<file path="src/rtl/dly_read_pkg.sv">
package dly_read_pkg;
  typedef enum logic [2:0] {
    ST_IDLE,
    ST_WAIT,   // fetch pending, master still on the bus
    ST_PEND,   // retried, fetch still pending
    ST_HOLD,   // data held for the original master
    ST_FLUSH   // lifetime gone, absorbing a late response
  } st_e;
endpackage

</file>
<file path="src/rtl/dly_read_life_reg.sv">
module dly_read_life_reg #(
  parameter int unsigned      LW  = 16,
  parameter int unsigned      CW  = 32,
  parameter logic [LW-1:0]    RST = 16'h8000
) (
  input  logic          clk_i,
  input  logic          rst_ni,
  input  logic          we_i,
  input  logic [CW-1:0] wdata_i,
  output logic [LW-1:0] life_o,
  output logic [CW-1:0] rdata_o
);
  logic [LW-1:0] life_q;

  always_ff @(posedge clk_i or negedge rst_ni) begin
    if (!rst_ni)   life_q <= RST;
    else if (we_i) life_q <= wdata_i[LW-1:0];
  end

  assign life_o  = life_q;
  assign rdata_o = {{(CW-LW){1'b0}}, life_q};


  life_write_chk: assert property (@(posedge clk_i) disable iff (!rst_ni)
    we_i |=> rdata_o[LW-1:0] == $past(wdata_i[LW-1:0]));
endmodule

</file>
<file path="src/rtl/dly_read_wait_cnt.sv">
module dly_read_wait_cnt #(
  parameter int unsigned LIMIT = 16
) (
  input  logic clk_i,
  input  logic rst_ni,
  input  logic clr_i,
  input  logic inc_i,
  output logic hit_o
);
  localparam int unsigned CW = $clog2(LIMIT) + 1;
  logic [CW-1:0] cnt_q;

  assign hit_o = (cnt_q == CW'(LIMIT - 1));

  always_ff @(posedge clk_i or negedge rst_ni) begin
    if (!rst_ni)                cnt_q <= '0;
    else if (clr_i)             cnt_q <= '0;
    else if (inc_i && !hit_o)   cnt_q <= cnt_q + 1'b1;
  end


  wait_bound_chk: assert property (@(posedge clk_i) disable iff (!rst_ni)
    cnt_q <= CW'(LIMIT - 1));

  wait_step_chk: assert property (@(posedge clk_i) disable iff (!rst_ni)
    (inc_i && !clr_i && !hit_o) |=> cnt_q == $past(cnt_q) + 1'b1);
endmodule

</file>
<file path="src/rtl/dly_read_life_tmr.sv">
module dly_read_life_tmr #(
  parameter int unsigned LW = 16
) (
  input  logic          clk_i,
  input  logic          rst_ni,
  input  logic          load_i,
  input  logic [LW-1:0] load_val_i,
  input  logic          run_i,
  output logic          last_o
);
  logic [LW-1:0] cnt_q;

  // zero behaves as one clock
  assign last_o = (cnt_q <= LW'(1));

  always_ff @(posedge clk_i or negedge rst_ni) begin
    if (!rst_ni)                 cnt_q <= '0;
    else if (load_i)             cnt_q <= load_val_i;
    else if (run_i && !last_o)   cnt_q <= cnt_q - 1'b1;
  end


  life_count_chk: assert property (@(posedge clk_i) disable iff (!rst_ni)
    (run_i && !load_i && !last_o) |=> cnt_q == $past(cnt_q) - 1'b1);
endmodule

</file>
<file path="src/rtl/dly_read_tgt.sv">
module dly_read_tgt
  import dly_read_pkg::*;
#(
  parameter int unsigned   AW        = 32,
  parameter int unsigned   DW        = 32,
  parameter int unsigned   CMW       = 4,
  parameter int unsigned   RETRY_CYC = 16,
  parameter int unsigned   LIFE_W    = 16,
  parameter int unsigned   CFG_W     = 32,
  parameter logic [15:0]   LIFE_RST  = 16'h8000
) (
  input  logic             clk_i,
  input  logic             rst_ni,
  input  logic             tgt_req_i,
  input  logic [AW-1:0]    tgt_addr_i,
  input  logic [CMW-1:0]   tgt_cmd_i,
  output logic             tgt_ready_o,
  output logic             tgt_stop_o,
  output logic [DW-1:0]    tgt_data_o,
  output logic             fetch_req_o,
  output logic [AW-1:0]    fetch_addr_o,
  output logic [CMW-1:0]   fetch_cmd_o,
  input  logic             fetch_valid_i,
  input  logic [DW-1:0]    fetch_data_i,
  input  logic             cfg_we_i,
  input  logic [CFG_W-1:0] cfg_wdata_i,
  output logic [CFG_W-1:0] cfg_rdata_o
);
  st_e              st_q, st_d;
  logic [AW-1:0]    hold_addr_q;
  logic [CMW-1:0]   hold_cmd_q;
  logic [DW-1:0]    hold_data_q;
  logic             rdy_q, rdy_d, stp_q, stp_d, cap;
  logic [DW-1:0]    dout_q, dout_d;
  logic [LIFE_W-1:0] life;
  logic             acc, match, whit, tload, trun, tlast;

  dly_read_life_reg #(.LW(LIFE_W), .CW(CFG_W), .RST(LIFE_W'(LIFE_RST))) i_life_reg (
    .clk_i, .rst_ni, .we_i(cfg_we_i), .wdata_i(cfg_wdata_i),
    .life_o(life), .rdata_o(cfg_rdata_o));

  dly_read_wait_cnt #(.LIMIT(RETRY_CYC)) i_wait_cnt (
    .clk_i, .rst_ni, .clr_i(fetch_req_o), .inc_i(st_q == ST_WAIT), .hit_o(whit));

  dly_read_life_tmr #(.LW(LIFE_W)) i_life_tmr (
    .clk_i, .rst_ni, .load_i(tload), .load_val_i(life), .run_i(trun), .last_o(tlast));

  // a request is new only when no response is on the bus this cycle
  assign acc   = tgt_req_i && !rdy_q && !stp_q;
  assign match = acc && (tgt_addr_i == hold_addr_q) && (tgt_cmd_i == hold_cmd_q);

  assign fetch_req_o  = (st_q == ST_IDLE) && acc;
  assign fetch_addr_o = tgt_addr_i;
  assign fetch_cmd_o  = tgt_cmd_i;

  assign tload = (st_q == ST_WAIT) && !fetch_valid_i && whit;
  assign trun  = (st_q == ST_PEND) || (st_q == ST_HOLD);

  always_comb begin
    st_d   = st_q;
    rdy_d  = 1'b0;
    stp_d  = 1'b0;
    dout_d = '0;
    cap    = 1'b0;
    unique case (st_q)
      ST_IDLE: if (acc) st_d = ST_WAIT;
      ST_WAIT: begin
        if (fetch_valid_i) begin
          rdy_d  = 1'b1;
          dout_d = fetch_data_i;
          st_d   = ST_IDLE;
        end else if (whit) begin
          stp_d = 1'b1;
          st_d  = ST_PEND;
        end
      end
      ST_PEND: begin
        stp_d = acc;
        if (tlast)              st_d = fetch_valid_i ? ST_IDLE : ST_FLUSH;
        else if (fetch_valid_i) begin
          st_d = ST_HOLD;
          cap  = 1'b1;
        end
      end
      ST_HOLD: begin
        if (match) begin
          rdy_d  = 1'b1;
          dout_d = hold_data_q;
          st_d   = ST_IDLE;
        end else begin
          stp_d = acc;
          if (tlast) st_d = ST_IDLE;
        end
      end
      ST_FLUSH: begin
        stp_d = acc;
        if (fetch_valid_i) st_d = ST_IDLE;
      end
      default: st_d = ST_IDLE;
    endcase
  end

  always_ff @(posedge clk_i or negedge rst_ni) begin
    if (!rst_ni) begin
      st_q        <= ST_IDLE;
      rdy_q       <= 1'b0;
      stp_q       <= 1'b0;
      dout_q      <= '0;
      hold_addr_q <= '0;
      hold_cmd_q  <= '0;
      hold_data_q <= '0;
    end else begin
      st_q   <= st_d;
      rdy_q  <= rdy_d;
      stp_q  <= stp_d;
      dout_q <= dout_d;
      if (fetch_req_o) begin
        hold_addr_q <= tgt_addr_i;
        hold_cmd_q  <= tgt_cmd_i;
      end
      if (cap) hold_data_q <= fetch_data_i;
    end
  end

  assign tgt_ready_o = rdy_q;
  assign tgt_stop_o  = stp_q;
  assign tgt_data_o  = dout_q;


  resp_excl_chk: assert property (@(posedge clk_i) disable iff (!rst_ni)
    !(tgt_ready_o && tgt_stop_o));

  ready_pulse_chk: assert property (@(posedge clk_i) disable iff (!rst_ni)
    tgt_ready_o |=> !tgt_ready_o);

  stop_pulse_chk: assert property (@(posedge clk_i) disable iff (!rst_ni)
    tgt_stop_o |=> !tgt_stop_o);

  fetch_single_chk: assert property (@(posedge clk_i) disable iff (!rst_ni)
    fetch_req_o |=> !fetch_req_o);

  foreign_retry_chk: assert property (@(posedge clk_i) disable iff (!rst_ni)
    (st_q == ST_HOLD && acc && !match) |=> (tgt_stop_o && !tgt_ready_o));

  fast_done_chk: assert property (@(posedge clk_i) disable iff (!rst_ni)
    (st_q == ST_WAIT && fetch_valid_i) |=> (tgt_ready_o && tgt_data_o == $past(fetch_data_i)));
endmodule

</file>
<file path="config.mk">
export PLATFORM = sky130hd
export DESIGN_NAME = dly_read_tgt
export DESIGN_NICKNAME = d
export VERILOG_FILES = /design/src/rtl/dly_read_pkg.sv /design/src/rtl/dly_read_life_reg.sv /design/src/rtl/dly_read_wait_cnt.sv /design/src/rtl/dly_read_life_tmr.sv /design/src/rtl/dly_read_tgt.sv
export SDC_FILE = /design/constraint.sdc
export NUM_CORES = 1
export LEC_CHECK = 0
export BUFFER_PORTS_ARGS = -buffer_cell sky130_fd_sc_hd__buf_2
export CAP_MARGIN = 5
export CORE_MARGIN = 2
export CORE_UTILIZATION = 49
export CTS_BUF_LIST = sky130_fd_sc_hd__clkbuf_4 sky130_fd_sc_hd__clkbuf_8
export DETAILED_ROUTE_END_ITERATION = 16
export PLACE_DENSITY = 0.83
export SYNTH_ARGS = -nofsm -noshare
export SYNTH_HDL_FRONTEND = slang
export SYNTH_SLANG_ARGS = --single-unit
export TNS_END_PERCENT = 50
</file>
<file path="constraint.sdc">
create_clock -name clk_i -period 2.24 [get_ports clk_i]
set_clock_uncertainty 0.05 [all_clocks]
set_input_delay 0.448 -clock clk_i [delete_from_list [all_inputs] [get_ports clk_i]]
set_output_delay 0.448 -clock clk_i [all_outputs]
set_load 0.01 [all_outputs]
</file>
-- After elaboration in Yosys (flattened, before gate mapping)
Index checks and enable logic that the tools add are counted.
- mux-type cells: 26
- add/subtract/negate cells: 2
- order comparisons: 1
- reduce and logical (&&, ||, !) cells: 20
- equal/unequal tests: 12
- operators by type and width (kind ; count):
    32-bit 2-to-1 mux ; 2
    32-bit case mux with 2 select lines ; 1
    32-bit equality test ; 1
    16-bit 2-to-1 mux ; 2
    3-bit 2-to-1 mux ; 9
    16-bit by 1-bit less-or-equal comparator with 1-bit output (second input constant) ; 1
    16-bit by 1-bit subtractor with 16-bit output (second input constant) ; 1
    3-bit case mux with 5 select lines ; 1
    5-bit 2-to-1 mux ; 2
    1-bit logical AND ; 9
    1-bit 2-to-1 mux ; 7
    3-bit by 2-bit equality test with 1-bit output (second input constant) ; 2
    3-bit by 2-bit inequality test with 1-bit output (second input constant) ; 2
    5-bit by 1-bit adder with 5-bit output (second input constant) ; 1
    5-bit by 4-bit equality test with 1-bit output (second input constant) ; 1
    1-bit logical NOT ; 5
    5-bit AND reduction ; 1
    4-bit equality test ; 1
    2-bit inequality test (second input constant) ; 2
    2-bit nonzero test ; 2
    3-bit by 1-bit equality test with 1-bit output (second input constant) ; 1
    3-bit equality test (second input constant) ; 1
    3-bit logical NOT ; 1
    3-bit inequality test (second input constant) ; 1
    other kinds (4) ; 4
- register bits after elaboration: 142
- word-level logic and storage cells: 71
- output and inout port bits: 103
- input port bits: 105

-- Depth between registers and ports, before layout
Gate-level depths: netlist of the first run.
- depth after elaboration: 7
- depth in mapped cells: 9
- mapped depth without buffers: 8

-- By module
Synthesis of the first run repeated with hierarchy kept, for this count alone.
- cell total of the unflattened synthesis: 654
- area, all modules: 7056.8 µm²
- by module, submodules not included (module ; sequential area each (µm²) ; cells an instance ; instances ; area an instance (µm²)):
    dly_read_tgt ; 2627.5 ; 437 ; 1 ; 4839.6
    dly_read_life_tmr ; 400.4 ; 127 ; 1 ; 1062.3
    dly_read_life_reg ; 401.6 ; 67 ; 1 ; 894.6
    dly_read_wait_cnt ; 125.1 ; 23 ; 1 ; 260.2

-- Least setup slack after synthesis of the first run
Ideal clock, no wire load.
- path type: reg2reg
- start: register i_life_tmr.cnt_q[6]
- end: register hold_data_q[10]
- path buffers: 1
- path slack: -0.028 ns
- stages on the path, launching flop included: 7
- library setup time: 0.125 ns
- clock period less this slack: 2.268 ns
- data arrival time: 2.093 ns
- required time: 2.065 ns
- path through: dfrtp_1 -> or3_1 -> or4_4 -> o21ai_4 -> nor3b_2 -> buf_6 -> mux2_4
- word-level cells in the longest chain between the ends: 3
- RTL lines (what ; line ; RTL):
    from (decl) ; dly_read_life_tmr.sv:11 ; logic [LW-1:0] cnt_q;
    from (signal assigned) ; dly_read_life_tmr.sv:18 ; else if (load_i) cnt_q <= load_val_i;
    from (signal assigned) ; dly_read_life_tmr.sv:19 ; else if (run_i && !last_o) cnt_q <= cnt_q - 1'b1;
    16-bit by 1-bit less-or-equal comparator with 1-bit output ; dly_read_life_tmr.sv:14 ; assign last_o = (cnt_q <= LW'(1));
    1-bit 2-to-1 mux ; dly_read_tgt.sv:79 ; if (tlast) st_d = fetch_valid_i ? ST_IDLE : ST_FLUSH;
    1-bit 2-to-1 mux ; dly_read_tgt.sv:65 ; unique case (st_q)
    to (signal assigned) ; dly_read_tgt.sv:121 ; if (cap) hold_data_q <= fetch_data_i;
    to (decl) ; dly_read_tgt.sv:32 ; logic [DW-1:0] hold_data_q;
No other way between the ends.
A chain may end at the register's enable or synchronous reset.

-- Final worst setup path of the first run
- start: register i_life_tmr.cnt_q[3]
- end: register hold_data_q[22]
The elaborated chain is that of the path after synthesis.

==> results.tsv, run 1 <==
metric	value	unit
Register-to-Register Path Depth	6	
DRT Pass-1 Iters	5	
via count	5233	
Pwr Density	1090	nW/um^2
Worst Setup End Kind	register	
CTS root buf	clkbuf_8	
Worst EP required	2520	ps
Initial Utilization	0.504	
Reg clk slew, reported paths	80	ps
post-synthesis async set-or-reset flop share	1.00	
R2R Setup Slk	-60	ps
Netlist cell types	53	
Tot GR Track Use	0.208	
fin crit period	2300	ps
Pleak	3.96	nW
H-tree depth	4	
CP max stage cell	or4_4	
met2 WL	8.12	mm
DP HPWL	10.6	mm
total wire length	15.9	mm
area fraction of the dominant cell type after synthesis	0.505	
WHS	174	ps
IO Pins	208	
CP peak stage delay	540	ps
fin area	8640	sq um
deepest clock path buffer count	2	
Top Family by Delay on Critical Path	simple AND/OR/NAND/NOR gates	
worst skew pair latency	440	ps
Die ar.	15200	sq um
Reg2Reg Launch Point	i_life_tmr.cnt_q[3]	
WL met1	6.56	mm
failing checks	negative setup slack	
TNS Setup	-1350	ps
pin count of the biggest net entering global routing	81	
CP Cell Sequence	or3_4 -> or4_4 -> o21ai_4 -> nor3b_4 -> clkbuf_16 -> mux2_4	
CP startpoint kind	register	
CTS tree	built	
GP Congestion	0.787	
post-synth top area cell	dfrtp_1	
core region area	13900	sq um
crit path kind	reg2reg	
FF/Latch Area	3560	sq um
max frequency	435	MHz
GR Overflow Total	0	
n_diodes	0	
fin crit share	1.03	
Chip Width	123	microns
Vias per Instance	5.39	
routed len/inst	16.4	microns
RSZ-0062 raised after global routing	yes	
maximum capacitance violations	0	
Final Hold Viols	0	
Worst VDD drop	781	uV
hold path start	fetch_data_i[18]	
CTS Buf Count	17	
Buf/Inv on CP	1	
Antenna Nets Post-Route	0	
WHS Path Cells	3	
proportion of layout cells with a drive suffix above 1	0.462	
clk sinks	142	
Fill cells	1110	
fin nets	886	
Multi-input gate area	3010	sq um
Avg Synthesized Cell Area	11.6	sq um
vias in the first global route	5143	
top_reg_cell synth	dfrtp_1	
status	finished with violations	
Least-Margin Pin Slew	572	ps
setup ws final	-61.0	ps
post-route insts no fill	970	
CP Data Arrival Time	2580	ps
Cell Area, Placed	7990	sq um
WHS Endpoint	tgt_data_o[18]	
Post-Syn Area	6990	sq um
num rows	43	
synthesized flop and latch total	142	
port buffer count	175	
FF-to-FF End	hold_data_q[22]	
Iter 0 DRT Violations	381	
highest metal used	met4	
Rel. slew slack	0.616	
worst hold path type	in2reg	
Post-synth EDFFs	0	
Final Max Tran Viols	0	
setup violators final	36	
sequential-to-total area share from yosys stat	0.509	
chip height	123	microns
ranking of synthesized cells by area	dfrtp_1, mux2_2, mux2_4, buf_4, xnor2_1	
Critical Path Fanout Max	6	
Overall Power	9.37	mW
met3 routed WL	1.04	mm
Ys Warns	0	
initial antenna violation count	0	
Residual DRC	0	
synth-to-layout area growth	23.6	%
synthesized instance count	604	
first-pass GRT wire length	24.5	mm
Inst Count DP	928	
how the worst max path moves through the flow:
stage | startpoint | to | slack, ps | cells after the start
2_1_floorplan | i_life_tmr.cnt_q[6] | hold_data_q[10] | -30 | 6
3_3_place_gp | i_life_tmr.cnt_q[0] | i_life_tmr.cnt_q[6] | -40 | 8
3_5_place_dp | i_life_tmr.cnt_q[0] | i_life_tmr.cnt_q[6] | -100 | 8
4_1_cts | i_life_tmr.cnt_q[4] | hold_data_q[18] | -60 | 6
5_1_grt | i_life_tmr.cnt_q[3] | i_life_tmr.cnt_q[9] | -110 | 7
6_report | i_life_tmr.cnt_q[3] | hold_data_q[22] | -60 | 6
worst register-to-register path: stages (launching register included):
cell       delay (ps)
dfrtp_1           390
or3_4             390
or4_4             540
o21ai_4           200
nor3b_4           120
clkbuf_16         200
mux2_4            300
cell usage in the layout, fill, tap and decap left out, types with 13 or more instances in the layout:
| cell | Yosys | routed |
|---|---|---|
| buf_2 | 3 | 174 |
| nor2_1 | 16 | 13 |
| nand4_1 | 41 | 41 |
| dfrtp_1 | 141 | 140 |
| xnor2_1 | 31 | 31 |
| conb_1 | 1 | 16 |
| buf_4 | 52 | 41 |
| mux2_4 | 30 | 30 |
| nand2_1 | 50 | 50 |
| o21ai_0 | 36 | 36 |
| mux2_2 | 55 | 55 |
| clkbuf_8 | 0 | 22 |
repair_timing:
action	in CTS	in global routing
hold endpoints to repair	28	0
hold buffers	1	0
gates cloned	0	3
setup buffers	2	4
pin swaps	2	6
gates resized for setup	7	15
endpoints found under the setup margin	44	48
where the power goes:
| part | leakage, nW | total, mW | internal (mW) | switching, mW |
|---|---|---|---|---|
| sequential | 1.75 | 4.00 | 3.45 | 0.551 |
| combinational | 2.00 | 3.13 | 1.75 | 1.38 |
| clock | 0.218 | 2.24 | 1.26 | 0.983 |
registers in the layout, indices dropped and copies added, names as in the netlist:
signal and flops:
hold_addr_q 32, hold_data_q 32, tgt_data_o 32, i_life_reg.life_o 16, i_life_tmr.cnt_q 16, i_wait_cnt.cnt_q 5
hold_cmd_q 4, st_q 3, tgt_ready_o 1, tgt_stop_o 1
through the flow:
stage | setup WS (ps) | util
global placement | -38.5 | 0.576
detailed placement | -97.4 | 0.576
floorplan | -27.0 | -
global route | -108 | 0.622
CTS | -63.9 | 0.612
finish | -61.0 | 0.622
cell families (layout without fill, tap and decap cells):
family          Yosys count  count (layout)  share of synthesized area
mux                      89              89                      0.159
compound gates           77              77                     0.0730
fa+ha+maj                 4               4                    0.00716
xor+xnor                 41              41                     0.0514
simple gates            156             156                      0.118
buf+inv                  94             265                     0.0822
flops                   142             142                      0.509
other cells               1              16                   0.000537
per-layer routing:
layer / track usage / vias to the layer above
met5: 0 / -
met4: 0.0703 / 0
met3: 0.0526 / 17
met2: 0.352 / 224
met1: 0.259 / 2565
li1: - / 2427
final cells by class:
type,instances,area share
inverters,6,0.00261
multi-input cells,383,0.348
flip-flops and latches,142,0.412
clock inverters,9,0.0152
clock buffers,23,0.0359
well taps,180,0.0261
repair buffers,227,0.160
synth_stat cells (all sizes together), types with 2 or more instances:
| master | count |
|---|---|
| dfrtp | 141 |
| and3 | 4 |
| o21ai | 37 |
| nor2 | 16 |
| o311ai | 6 |
| nor4b | 2 |
| nor3b | 3 |
| xor2 | 10 |
| buf | 61 |
| nand3 | 6 |
| nand3b | 2 |
| a21oi | 5 |
| ha | 4 |
| o32ai | 2 |
| o31ai | 2 |
| a2bb2oi | 2 |
| or3 | 8 |
| or4 | 3 |
| mux2i | 4 |
| nor4 | 8 |
| a31oi | 2 |
| nor3 | 7 |
| inv | 6 |
| mux2 | 85 |
| a21o | 2 |
| xnor2 | 31 |
| nand2 | 50 |
| a221o | 5 |
| clkbuf | 27 |
| nor2b | 2 |
| nand4 | 41 |
| o211ai | 7 |
Power figures use the tool's default switching activity.
==> run 2: changes to the inputs <==
--- a/config.mk
+++ b/config.mk
@@ -7,10 +7,11 @@
 export LEC_CHECK = 0
 export BUFFER_PORTS_ARGS = -buffer_cell sky130_fd_sc_hd__buf_2
 export CAP_MARGIN = 5
-export CORE_MARGIN = 2
 export CORE_UTILIZATION = 49
 export CTS_BUF_LIST = sky130_fd_sc_hd__clkbuf_4 sky130_fd_sc_hd__clkbuf_8
+export CTS_CLUSTER_SIZE = 24
 export DETAILED_ROUTE_END_ITERATION = 16
+export GPL_TIMING_DRIVEN = 0
 export PLACE_DENSITY = 0.83
 export SYNTH_ARGS = -nofsm -noshare
 export SYNTH_HDL_FRONTEND = slang
==> results.tsv, run 2 (same netlist as run 1, synthesis figures left out) <==
metric	value	unit
Antenna Nets Post-Route	0	
Worst VDD drop	539	uV
total wire length	16.0	mm
max frequency	422	MHz
worst skew pair latency	440	ps
GRT met2 Usage	0.362	
initial antenna violation count	0	
most frequent cells in the layout	buf_2, dfrtp_1, buf_4, mux2_2, nand2_1	
GR Overflow Total	0	
fin crit share	1.06	
GR peak layer	met2	
fin crit period	2370	ps
Final Hold Viols	0	
Reg2Reg Launch Point	i_life_tmr.cnt_q[2]	
routed len/inst	15.7	microns
status	finished with violations	
fin area	8860	sq um
chip height	121	microns
port buffer count	174	
Least-Margin Pin Slew	630	ps
CTS tree	built	
H-tree depth	4	
first-pass GRT wire length	25.5	mm
Reg clk slew, reported paths	80	ps
Critical Path Fanout Max	7	
worst hold path type	in2reg	
n_diodes	0	
CP Data Arrival Time	2640	ps
proportion of layout cells with a drive suffix above 1	0.474	
GP Congestion	0.827	
Die ar.	14700	sq um
maximum capacitance violations	0	
Rel. slew slack	0.580	
fin nets	935	
Setup WS pre-CTS	-1100	ps
DP HPWL	10.9	mm
M1 GR Usage	0.298	
num rows	43	
Worst Setup End Kind	register	
CTS Buf Count	17	
Pwr Density	1030	nW/um^2
core region area	13900	sq um
vias in the first global route	5112	
Chip Width	121	microns
Iter 0 DRT Violations	409	
setup violators final	35	
Pleak	4.11	nW
Cell Area, Placed	8180	sq um
Final Max Tran Viols	0	
synth-to-layout area growth	26.8	%
Initial Utilization	0.504	
pin count of the biggest net entering global routing	77	
commonest non-fill, non-tap cell in the layout	buf_2	
setup ws final	-130	ps
CP Launch Point	i_life_tmr.cnt_q[2]	
RSZ-0062 raised after global routing	yes	
clk sinks	142	
crit path kind	reg2reg	
met3 GRT Util	0.0451	
CP startpoint kind	register	
deepest clock path buffer count	2	
DRT Pass-1 Iters	5	
Worst EP required	2510	ps
failing checks	negative setup slack	
Vias per Instance	5.31	
CTS root buf	clkbuf_8	
hold path start	fetch_data_i[24]	
IO Pins	208	
Residual DRC	0	
via count	5402	
Tot GR Track Use	0.227	
run 2: worst paths after layout:
kind,endpoint,slack (ps),cells past startpoint
setup / recovery,hold_data_q[27],-130,7
hold / removal,tgt_data_o[24],180,3
setup reg to reg,hold_data_q[27],-130,7
hold reg to reg,hold_data_q[0],460,1
max in group asynchronous,i_life_reg.life_o[15],810,3
min in group asynchronous,i_life_reg.life_o[7],550,2
run 2: cell type report:
type                            instances  area (sq um)
Fill cell                            1086          5020
Tap cell                              180           225
Timing Repair Buffer                  191          1060
Inverter                                6          22.5
Sequential cell                       142          3560
Clock inverter                          6          82.6
Buffer                                 85           576
Clock buffer                           25           319
Multi-Input combinational cell        383          3020
run 2: repair_timing:
| action | CTS | global route |
|---|---|---|
| hold buffers | 1 | 0 |
| endpoints found under the setup margin | 123 | 87 |
| endpoints found under the hold margin | 66 | 0 |
| pin swaps | 7 | 2 |
| cloned | 3 | 0 |
| buffers inserted | 9 | 3 |
| gates resized for setup | 30 | 26 |
run 2: stage by stage:
step	util	hold slack, ps	instances	total power, mW	TNS, ps
detailed placement	0.589	432	974	6.83	-68320
finish	0.639	177	1018	9.11	-3930
global placement	0.587	429	973	6.70	-242550
global route	0.639	156	1018	9.66	-7300
CTS	0.631	149	1015	9.05	-3030
floorplan	-	102	619	6.04	-810
run 2: layer usage:
| metal | part of all wire | wire length (microns) |
|---|---|---|
| met1 | 0.44 | 7020 |
| met2 | 0.49 | 7900 |
| met3 | 0.045 | 713 |
| met4 | 0.021 | 328 |
| met5 | 0 | 0 |
run 2: report_power, final:
group	leakage (nW)	switching (mW)	internal (mW)	total, mW
Clock	0.210	0.916	1.15	2.06
Sequential	1.74	0.611	3.45	4.06
Combinational	2.16	1.32	1.67	2.99
Total	4.11	2.85	6.26	9.11
run 2: worst max-delay path, stage by stage, from the launching register on:
cell     delay (ps)
dfrtp_2         430
or3_4           370
or4_4           540
o21ai_4         210
nor3b_4          80
buf_12          150
buf_8           140
mux2_4          300
==> run 3: changes to the inputs <==
--- a/config.mk
+++ b/config.mk
@@ -13,6 +13,7 @@
 export DETAILED_ROUTE_END_ITERATION = 16
 export GPL_TIMING_DRIVEN = 0
 export PLACE_DENSITY = 0.83
+export REMOVE_ABC_BUFFERS = 1
 export SYNTH_ARGS = -nofsm -noshare
 export SYNTH_HDL_FRONTEND = slang
 export SYNTH_SLANG_ARGS = --single-unit
==> results.tsv, run 3 (same netlist as run 1, synthesis figures left out) <==
metric	value	unit
status	finished with violations	
failing checks	negative setup slack	
first-pass GRT wire length	25.0	mm
commonest non-fill, non-tap cell in the layout	buf_2	
Overall Power	9.30	mW
CP max stage cell	or4_4	
core region area	13900	sq um
port buffer count	175	
Reg2Reg Launch Point	i_life_tmr.cnt_q[4]	
TNS Setup	-2050	ps
Fill cells	1145	
Reg clk slew, reported paths	90	ps
Tot GR Track Use	0.219	
FF-to-FF End	hold_data_q[7]	
CTS tree	built	
Final Util	0.619	
chip height	121	microns
Flop pwr share	0.442	
H-tree depth	4	
Rel. slew slack	0.373	
Multi-input gate area	3100	sq um
proportion of layout cells with a drive suffix above 1	0.461	
FF/Latch Area	3560	sq um
total wire length	15.7	mm
deepest clock path buffer count	2	
Iter 0 DRT Violations	240	
Pwr Density	1080	nW/um^2
routed len/inst	16.4	microns
RSZ-0062 raised after global routing	yes	
hold path start	fetch_data_i[28]	
Buf/Inv on CP	2	
Worst Setup End Kind	register	
fin nets	870	
DP HPWL	9.49	mm
max frequency	426	MHz
Pleak	3.89	nW
Logic pwr share	0.328	
IO Pins	208	
post-route insts no fill	955	
Register-to-Register Path Depth	7	
setup ws final	-110	ps
CP Launch Point	i_life_tmr.cnt_q[4]	
CP startpoint kind	register	
worst skew pair latency	440	ps
CP Cell Sequence	or3_4 -> or4_4 -> o21ai_4 -> nor3b_4 -> buf_6 -> buf_12 -> mux2_4	
Worst EP required	2510	ps
Vias per Instance	5.48	
fin crit period	2350	ps
vias in the first global route	5222	
crit path to	hold_data_q[7]	
Initial Utilization	0.504	
Final Hold Viols	0	
CP Data Arrival Time	2620	ps
CTS Buf Count	17	
worst hold path type	in2reg	
Least-Margin Pin Slew	936	ps
Critical Path Fanout Max	11	
pin count of the biggest net entering global routing	89	
Worst VDD drop	672	uV
synth-to-layout area growth	22.9	%
Cell Area, Placed	7750	sq um
R2R Setup Slk	-110	ps
Chip Width	121	microns
Top Family by Delay on Critical Path	simple AND/OR/NAND/NOR gates	
Sw Ratio	0.319	
maximum capacitance violations	0	
DRT Pass-1 Iters	4	
CP peak stage delay	540	ps
CTS root buf	clkbuf_8	
Final Max Tran Viols	0	
clock power share	0.229	
setup violators final	29	
WP depth	7	
clk sinks	142	
most frequent cells in the layout	buf_2, dfrtp_1, mux2_2, nand2_1, nand4_1	
Die ar.	14700	sq um
fin area	8590	sq um
Psw	2.97	mW
initial antenna violation count	1	
num rows	43	
GP Congestion	0.800	
via count	5229	
Residual DRC	0	
Antenna Nets Post-Route	0	
GR Overflow Total	0	
fin crit share	1.05	
Pint	6.33	mW
crit path kind	reg2reg	
Inst Count DP	892	
run 3: cell types whose count changed in the layout (fill, tap and decap cells not counted), moves of 3 or more:
cell,previous run,this run
o21ai_1,4,0
clkbuf_4,8,2
o21ai_0,32,36
buf_4,63,23
clkbuf_2,3,0
clkinv_2,3,0
clkinvlp_4,1,5
clkbuf_1,17,0
run 3: power by group through the flow:
| stage | Clock, mW | Combinational, mW | Sequential, mW |
|---|---|---|---|
| floorplan | 0 | 1.83 | 4.06 |
| global placement | 0 | 2.43 | 4.14 |
| detailed placement | 0 | 2.51 | 4.21 |
| CTS | 2.17 | 2.93 | 4.10 |
| global route | 2.29 | 3.34 | 4.23 |
| finish | 2.13 | 3.05 | 4.12 |
run 3: per-stage QoR:
stage	setup WS (ps)	hold WS, ps
2_1_floorplan	-2580	102
3_3_place_gp	-4520	436
3_5_place_dp	-1050	395
4_1_cts	-84.4	144
5_1_grt	-149	150
6_report	-110	164
run 3: routing by layer:
| layer | part of all wire | global-route usage | vias to the layer above |
|---|---|---|---|
| met4 | 0.020 | 0.0764 | 0 |
| met5 | 0 | 0 | - |
| met2 | 0.49 | 0.363 | 175 |
| met1 | 0.43 | 0.280 | 2616 |
| li1 | - | - | 2416 |
| met3 | 0.054 | 0.0508 | 22 |
run 3: final cells by class:
class | count | share of cell area
diodes | 1 | 0.000291
clock buffers | 24 | 0.0370
multi-input cells | 385 | 0.361
inverters | 6 | 0.00262
clock inverters | 8 | 0.0124
repair buffers | 209 | 0.146
flip-flops and latches | 142 | 0.415
well taps | 180 | 0.0262
run 3: worst min-delay path by stage:
stage | to | slack (ps) | cells past startpoint
floorplan | hold_addr_q[0] | 100 | 0
global placement | i_life_tmr.cnt_q[13] | 440 | 1
detailed placement | hold_addr_q[29] | 390 | 1
CTS | tgt_data_o[28] | 140 | 3
global route | tgt_data_o[5] | 150 | 3
finish | tgt_data_o[28] | 160 | 3
run 3: what timing repair did:
item / CTS / global route
pin swaps: 6 / 5
endpoints found under the hold margin: 54 / 0
cloned: 2 / 1
resized for setup: 19 / 14
endpoints found under the setup margin: 86 / 81
buffers inserted: 24 / 3
hold buffers: 1 / 0
run 3: tightest hold or removal path, cell delays in order:
cell	delay [ps]
buf_2	90
nand2_1	40
o21ai_0	50
